### src/rtl/cq_pkg.sv
package cq_pkg;
  localparam int CQ_DEPTH = 6;
  localparam int CQ_TAG_W = 8;
  localparam int CQ_RPT   = 2;

  // pointer step modulo the queue depth
  function automatic int wrap_add(input int p, input int n, input int depth);
    return (p + n) % depth;
  endfunction
endpackage

### src/rtl/cq_entry_array.sv
module cq_entry_array #(
  parameter int DEPTH = 6,
  parameter int TAG_W = 8,
  parameter int NRPT  = 2,
  localparam int PW   = $clog2(DEPTH)
) (
  input  logic                    clk,
  input  logic                    rst,
  input  logic                    alloc_en,
  input  logic [PW-1:0]           alloc_idx,
  input  logic [TAG_W-1:0]        alloc_tag,
  input  logic [1:0]              rel_en,
  input  logic [PW-1:0]           rel_idx0,
  input  logic [PW-1:0]           rel_idx1,
  input  logic [NRPT-1:0]         rpt_valid,
  input  logic [NRPT*TAG_W-1:0]   rpt_tag,
  output logic [DEPTH-1:0]        ent_vld,
  output logic [DEPTH-1:0]        ent_done,
  output logic [DEPTH*TAG_W-1:0]  ent_tag,
  output logic [NRPT-1:0]         rpt_miss
);
  logic [NRPT-1:0][DEPTH-1:0] match;
  logic [DEPTH-1:0]           hit_any;

  for (genvar k = 0; k < NRPT; k++) begin : g_rpt
    for (genvar e = 0; e < DEPTH; e++) begin : g_cmp
      assign match[k][e] = ent_vld[e] && rpt_valid[k] &&
                           (rpt_tag[k*TAG_W +: TAG_W] == ent_tag[e*TAG_W +: TAG_W]);
    end
    assign rpt_miss[k] = rpt_valid[k] && !(|match[k]);
  end

  always_comb begin
    hit_any = '0;
    for (int k = 0; k < NRPT; k++) hit_any = hit_any | match[k];
  end

  for (genvar e = 0; e < DEPTH; e++) begin : g_ent
    logic             v_q;
    logic             d_q;
    logic [TAG_W-1:0] t_q;
    logic             rel_here;
    logic             alloc_here;

    assign rel_here   = (rel_en[0] && rel_idx0 == PW'(e)) ||
                        (rel_en[1] && rel_idx1 == PW'(e));
    assign alloc_here = alloc_en && alloc_idx == PW'(e);

    always_ff @(posedge clk) begin
      if (rst) begin
        v_q <= 1'b0;
        d_q <= 1'b0;
        t_q <= '0;
      end else if (rel_here) begin
        v_q <= 1'b0;
        d_q <= 1'b0;
      end else if (alloc_here) begin
        v_q <= 1'b1;
        d_q <= 1'b0;
        t_q <= alloc_tag;
      end else if (hit_any[e]) begin
        d_q <= 1'b1;
      end
    end

    assign ent_vld[e]                 = v_q;
    assign ent_done[e]                = d_q;
    assign ent_tag[e*TAG_W +: TAG_W]  = t_q;
  end
endmodule

### src/rtl/cq_retire_sel.sv
module cq_retire_sel #(
  parameter int DEPTH = 6,
  localparam int PW   = $clog2(DEPTH)
) (
  input  logic [PW-1:0]    head,
  input  logic [DEPTH-1:0] ent_vld,
  input  logic [DEPTH-1:0] ent_done,
  output logic [1:0]       ret_en,
  output logic [PW-1:0]    ret_idx0,
  output logic [PW-1:0]    ret_idx1
);
  logic first_ok;
  logic second_ok;

  assign ret_idx0  = head;
  assign ret_idx1  = (head == PW'(DEPTH - 1)) ? '0 : head + PW'(1);
  assign first_ok  = ent_vld[ret_idx0] && ent_done[ret_idx0];
  assign second_ok = first_ok && ent_vld[ret_idx1] && ent_done[ret_idx1];
  assign ret_en    = {second_ok, first_ok};
endmodule

### src/rtl/cq_counters.sv
module cq_counters #(
  parameter int DEPTH = 6,
  localparam int PW   = $clog2(DEPTH),
  localparam int CW   = $clog2(DEPTH + 1)
) (
  input  logic          clk,
  input  logic          rst,
  input  logic          alloc_en,
  input  logic [1:0]    ret_en,
  output logic [PW-1:0] head,
  output logic [PW-1:0] tail,
  output logic [CW-1:0] used,
  output logic [CW-1:0] free,
  output logic          full
);
  import cq_pkg::*;

  logic [CW-1:0] used_nx;
  int            n_ret;

  always_comb begin
    n_ret   = int'(ret_en[0]) + int'(ret_en[1]);
    used_nx = used + CW'(alloc_en) - CW'(ret_en[0]) - CW'(ret_en[1]);
  end

  always_ff @(posedge clk) begin
    if (rst) begin
      head <= '0;
      tail <= '0;
      used <= '0;
      free <= CW'(DEPTH);
      full <= 1'b0;
    end else begin
      head <= PW'(wrap_add(int'(head), n_ret, DEPTH));
      if (alloc_en) tail <= PW'(wrap_add(int'(tail), 1, DEPTH));
      used <= used_nx;
      free <= CW'(DEPTH) - used_nx;
      full <= (used_nx == CW'(DEPTH));
    end
  end
endmodule

### src/rtl/completion_queue.sv
module completion_queue #(
  parameter int DEPTH = cq_pkg::CQ_DEPTH,
  parameter int TAG_W = cq_pkg::CQ_TAG_W,
  parameter int NRPT  = cq_pkg::CQ_RPT,
  localparam int PW   = $clog2(DEPTH),
  localparam int CW   = $clog2(DEPTH + 1)
) (
  input  logic                  clk,
  input  logic                  rst,
  input  logic                  disp_valid,
  input  logic [TAG_W-1:0]      disp_tag,
  input  logic [NRPT-1:0]       cmpl_valid,
  input  logic [NRPT*TAG_W-1:0] cmpl_tag,
  output logic                  issue_stall,
  output logic [CW-1:0]         free_cnt,
  output logic [CW-1:0]         used_cnt,
  output logic [1:0]            ret_valid,
  output logic [TAG_W-1:0]      ret_tag0,
  output logic [TAG_W-1:0]      ret_tag1,
  output logic                  tag_err
);
  logic                   accept;
  logic [PW-1:0]          head;
  logic [PW-1:0]          tail;
  logic [DEPTH-1:0]       ent_vld;
  logic [DEPTH-1:0]       ent_done;
  logic [DEPTH*TAG_W-1:0] ent_tag;
  logic [NRPT-1:0]        rpt_miss;
  logic [1:0]             ret_en;
  logic [PW-1:0]          ret_idx0;
  logic [PW-1:0]          ret_idx1;

  assign accept = disp_valid && !issue_stall;

  cq_entry_array #(.DEPTH(DEPTH), .TAG_W(TAG_W), .NRPT(NRPT)) u_array (
    .clk       (clk),
    .rst       (rst),
    .alloc_en  (accept),
    .alloc_idx (tail),
    .alloc_tag (disp_tag),
    .rel_en    (ret_en),
    .rel_idx0  (ret_idx0),
    .rel_idx1  (ret_idx1),
    .rpt_valid (cmpl_valid),
    .rpt_tag   (cmpl_tag),
    .ent_vld   (ent_vld),
    .ent_done  (ent_done),
    .ent_tag   (ent_tag),
    .rpt_miss  (rpt_miss)
  );

  cq_retire_sel #(.DEPTH(DEPTH)) u_sel (
    .head     (head),
    .ent_vld  (ent_vld),
    .ent_done (ent_done),
    .ret_en   (ret_en),
    .ret_idx0 (ret_idx0),
    .ret_idx1 (ret_idx1)
  );

  cq_counters #(.DEPTH(DEPTH)) u_cnt (
    .clk      (clk),
    .rst      (rst),
    .alloc_en (accept),
    .ret_en   (ret_en),
    .head     (head),
    .tail     (tail),
    .used     (used_cnt),
    .free     (free_cnt),
    .full     (issue_stall)
  );

  always_ff @(posedge clk) begin
    if (rst) begin
      ret_valid <= 2'b00;
      ret_tag0  <= '0;
      ret_tag1  <= '0;
      tag_err   <= 1'b0;
    end else begin
      ret_valid <= ret_en;
      ret_tag0  <= ent_tag[ret_idx0*TAG_W +: TAG_W];
      ret_tag1  <= ent_tag[ret_idx1*TAG_W +: TAG_W];
      tag_err   <= tag_err || (|rpt_miss);
    end
  end
endmodule

### config.mk
export PLATFORM = sky130hd
export DESIGN_NAME = completion_queue
export DESIGN_NICKNAME = d
export VERILOG_FILES = /design/src/rtl/cq_pkg.sv /design/src/rtl/cq_entry_array.sv /design/src/rtl/cq_retire_sel.sv /design/src/rtl/cq_counters.sv /design/src/rtl/completion_queue.sv
export SDC_FILE = /design/constraint.sdc
export NUM_CORES = 1
export LEC_CHECK = 0
export BUFFER_PORTS_ARGS = -buffer_cell sky130_fd_sc_hd__buf_2
export CAP_MARGIN = 20
export CORE_MARGIN = 2
export CORE_UTILIZATION = 35
export DETAILED_ROUTE_END_ITERATION = 10
export SYNTH_ARGS = -nofsm -noshare
export SYNTH_HDL_FRONTEND = slang
export SYNTH_SLANG_ARGS = --single-unit
### constraint.sdc
create_clock -name clk -period 5.5 [get_ports clk]
set_input_delay 1.1 -clock clk [delete_from_list [all_inputs] [get_ports clk]]
set_output_delay 1.1 -clock clk [all_outputs]
set_load 0.01 [all_outputs]
==> run_results.csv <==
group,metric,value,unit
grt,grt-ovfl-total,0,
clocking,cts.sinks,91,
detailed_routing,route.detailed.drc,0,
sta,finalHoldViolations,0,
die,initial_utilization,35.8,%
sta,final.period_utilization,75.8,%
sta,worst_slack,1330,ps
power,p_sw_share,25.8,%
clocking,cts_tree,"built",
sta,finClkSkew,7.61,ps
placed_design,io_buffers,54,
clocking,cts_post_setup_buffers_inserted,0,
finish,most-common-layout-cells,"xnor2_1 (95), dfxtp_1 (90), nor2_1 (59), buf_2 (54), nand2_1 (46)",
logic_synthesis,synth_cell_types,63,
sta,fin_tns_setup,0,ps
worst_setup_path,cp.required,5700,ps
power,pwr-share-clk,40.6,%
logic_synthesis,synth_edf_count,0,
die,die_w,132,µm
power,leakagePower,0.00235,µW
worst_setup_path,path_class,"register to register",
finish,final_cells,867,
die,die_area,17300,µm²
logic_synthesis,yosysWarnings,0,
worst_setup_path,cp.arrival,4370,ps
detailed_routing,wl,17400,µm
die,core_area,15900,µm²
sta,max_freq,240,MHz
detailed_routing,ant_nets,0,
worst_hold_path,hold_path.class,"register to register",
logic_synthesis,netlist_area,5690,µm²
finish,fin_util,40.5,%
placed_design,place_ws,1360,ps
grt,grt_antenna_before_repair,0,
power,peakVddDrop,0.146,mV
placed_design,gp_congestion,0.926,
detailed_routing,avgViaCountPerCell,5.47,
logic_synthesis,synth_nets,660,
finish,drive_above_1_share,19.8,%
logic_synthesis,ys_seq_area_share,32.0,%
worst_setup_path,cp-start-kind,"register",
finish,areaGrowthSynthToFinish,13.1,%
logic_synthesis,syn_inst,614,
power,pwr-share-seq,46.2,%
grt,grt_max_degree,61,
detailed_routing,initialDrtViolationCount,342,
status,outcome,"completed",
sta,tightest_slew,1150,ps
clocking,h-tree-depth,3,
sta,whs,517,ps
grt,track_usage,20.5,%
clocking,cts_buffers,9,
grt,grt_pass1_wl,27500,µm
job,drv_cap,0,
finish,antenna_cells,0,
power,power_density,237,nW/µm²
sta,period_needed,4170,ps
worst_setup_path,path_max_fanout,28,
placed_design,dp_hpwl,12800,µm
detailed_routing,detail_route.wl_per_cell,20.1,µm
clocking,clk_pin_slew,60,ps
sta,maxSlewHeadroom,22.8,%
logic_synthesis,synth_ff_type,"dfxtp_1",
placed_design,place_inst,852,
power,p_sw,394,µW
die,boundaryPins,55,
worst_setup_path,worstSetupEndpointType,"register",
logic_synthesis,syn-mean-instance-area,9.27,µm²
sta,rsz0062_at_grt,"no",
sta,drv_slew,0,
clocking,ctsRootBufferMaster,"clkbuf_16",
grt,grt_pass1_vias,4635,
die,rows,46,
power,combPwrFrac,13.1,%
clocking,postCtsHoldBufs,0,
logic_synthesis,synth-async-reset-ratio,0,%
power,intPower,1130,µW
finish,mostFrequentLayoutCell,"xnor2_1",
clocking,cts.path.max_buffers,2,
detailed_routing,vias,4742,
detailed_routing,drtPass1Iterations,5,
logic_synthesis,ys_ff_latch,91,
clocking,worstSkewPairLatency,350,ps
finish,fin_nets,693,
clocking,ctsResizeCount,0,
die,die_h,132,µm
sta,setup_viol,0,
==> power by group through the flow <==
stage | clock network, µW | registers [µW] | logic [µW]
6_report | 619 | 705 | 200
5_1_grt | 661 | 707 | 219
4_1_cts | 633 | 704 | 200
3_5_place_dp | 0 | 718 | 199
3_3_place_gp | 0 | 717 | 194
2_1_floorplan | 0 | 715 | 136
==> state kept, by name (all words and copies together) (netlist names) <==
signal,flops
tag_err,1
u_cnt.full,1
u_array.g_ent.d_q,6
u_array.g_ent.v_q,6
u_cnt.free,3
u_cnt.tail,3
ret_tag0,8
ret_tag1,8
u_cnt.used,2
ret_valid,2
u_cnt.head,3
u_array.g_ent.t_q,48
==> per-layer routing <==
metal | vias to the layer above | share of wire, % | GRT usage [%]
met1 | 2315 | 45 | 27.9
met5 | - | 0 | 0
met3 | 27 | 5.7 | 3.78
li1 | 2235 | - | -
met2 | 165 | 47 | 32.4
met4 | 0 | 2.3 | 7.37
==> layout make-up <==
cell class | instances | area [µm²]
Sequential cell | 91 | 1820
Multi-Input combinational cell | 471 | 3660
Clock buffer | 11 | 243
Clock inverter | 4 | 51.3
Tap cell | 216 | 270
Timing Repair Buffer | 60 | 335
Inverter | 14 | 55.1
Fill cell | 1626 | 9450
==> per-stage QoR <==
| step | power (µW) | area [µm²] |
|---|---|---|
| CTS | 1540 | 6440 |
| detailed placement | 917 | 6140 |
| global route | 1590 | 6440 |
| finish | 1520 | 6440 |
| global placement | 911 | 6120 |
| floorplan | 852 | 5690 |
==> final timing paths <==
check                                                 from                          to  slack, ps  cells past startpoint
worst max-delay path              u_cnt.head[0]$_SDFF_PP0_    u_cnt.head[1]$_SDFF_PP0_       1330                     14
worst max register to register    u_cnt.head[0]$_SDFF_PP0_    u_cnt.head[1]$_SDFF_PP0_       1330                     14
worst min-delay path            u_cnt.tail[0]$_SDFFE_PP0P_  u_cnt.tail[0]$_SDFFE_PP0P_        520                      2
worst min register to register  u_cnt.tail[0]$_SDFFE_PP0P_  u_cnt.tail[0]$_SDFFE_PP0P_        520                      2
==> logic make-up (layout without fill, tap and decap cells) <==
kind of cell    after synthesis  count (layout)  share of synthesized area [%]
simple gates                211             211                           18.3
buf+inv                      52              89                           3.74
mux                          74              74                           17.1
fa+ha+maj                    17              17                           3.87
xor+xnor                    100             100                           15.4
compound gates               69              69                           9.56
flops                        91              91                           32.0
==> synth_stat cells, drive strengths merged, types with 13 or more instances <==
cell    count  area share, %
nand3      37            3.3
xnor2      95             15
o21ai      14            1.6
mux2       17            3.4
mux2i      40            7.0
nor2       61            4.2
nor3       16            1.5
dfxtp      91             32
mux4       17            6.7
a22oi      16            2.1
clkbuf     29            1.9
a21oi      18            1.8
nand4      13            1.4
ha         16            3.5
nand2      47            3.2
==> worst max-delay path, stage by stage, from the launching register on <==
cell       delay (ps)
dfxtp_2           770
buf_4             470
and3_4            250
a2111oi_4          50
or3_1             320
a21boi_1          250
ha_1              300
ha_1              220
fa_1              410
xor2_1            200
ha_1              330
nor2_1             40
a21oi_1           200
nand3b_1          150
a21oi_1            60
No activity file was read; power rests on OpenSTA's default activity.
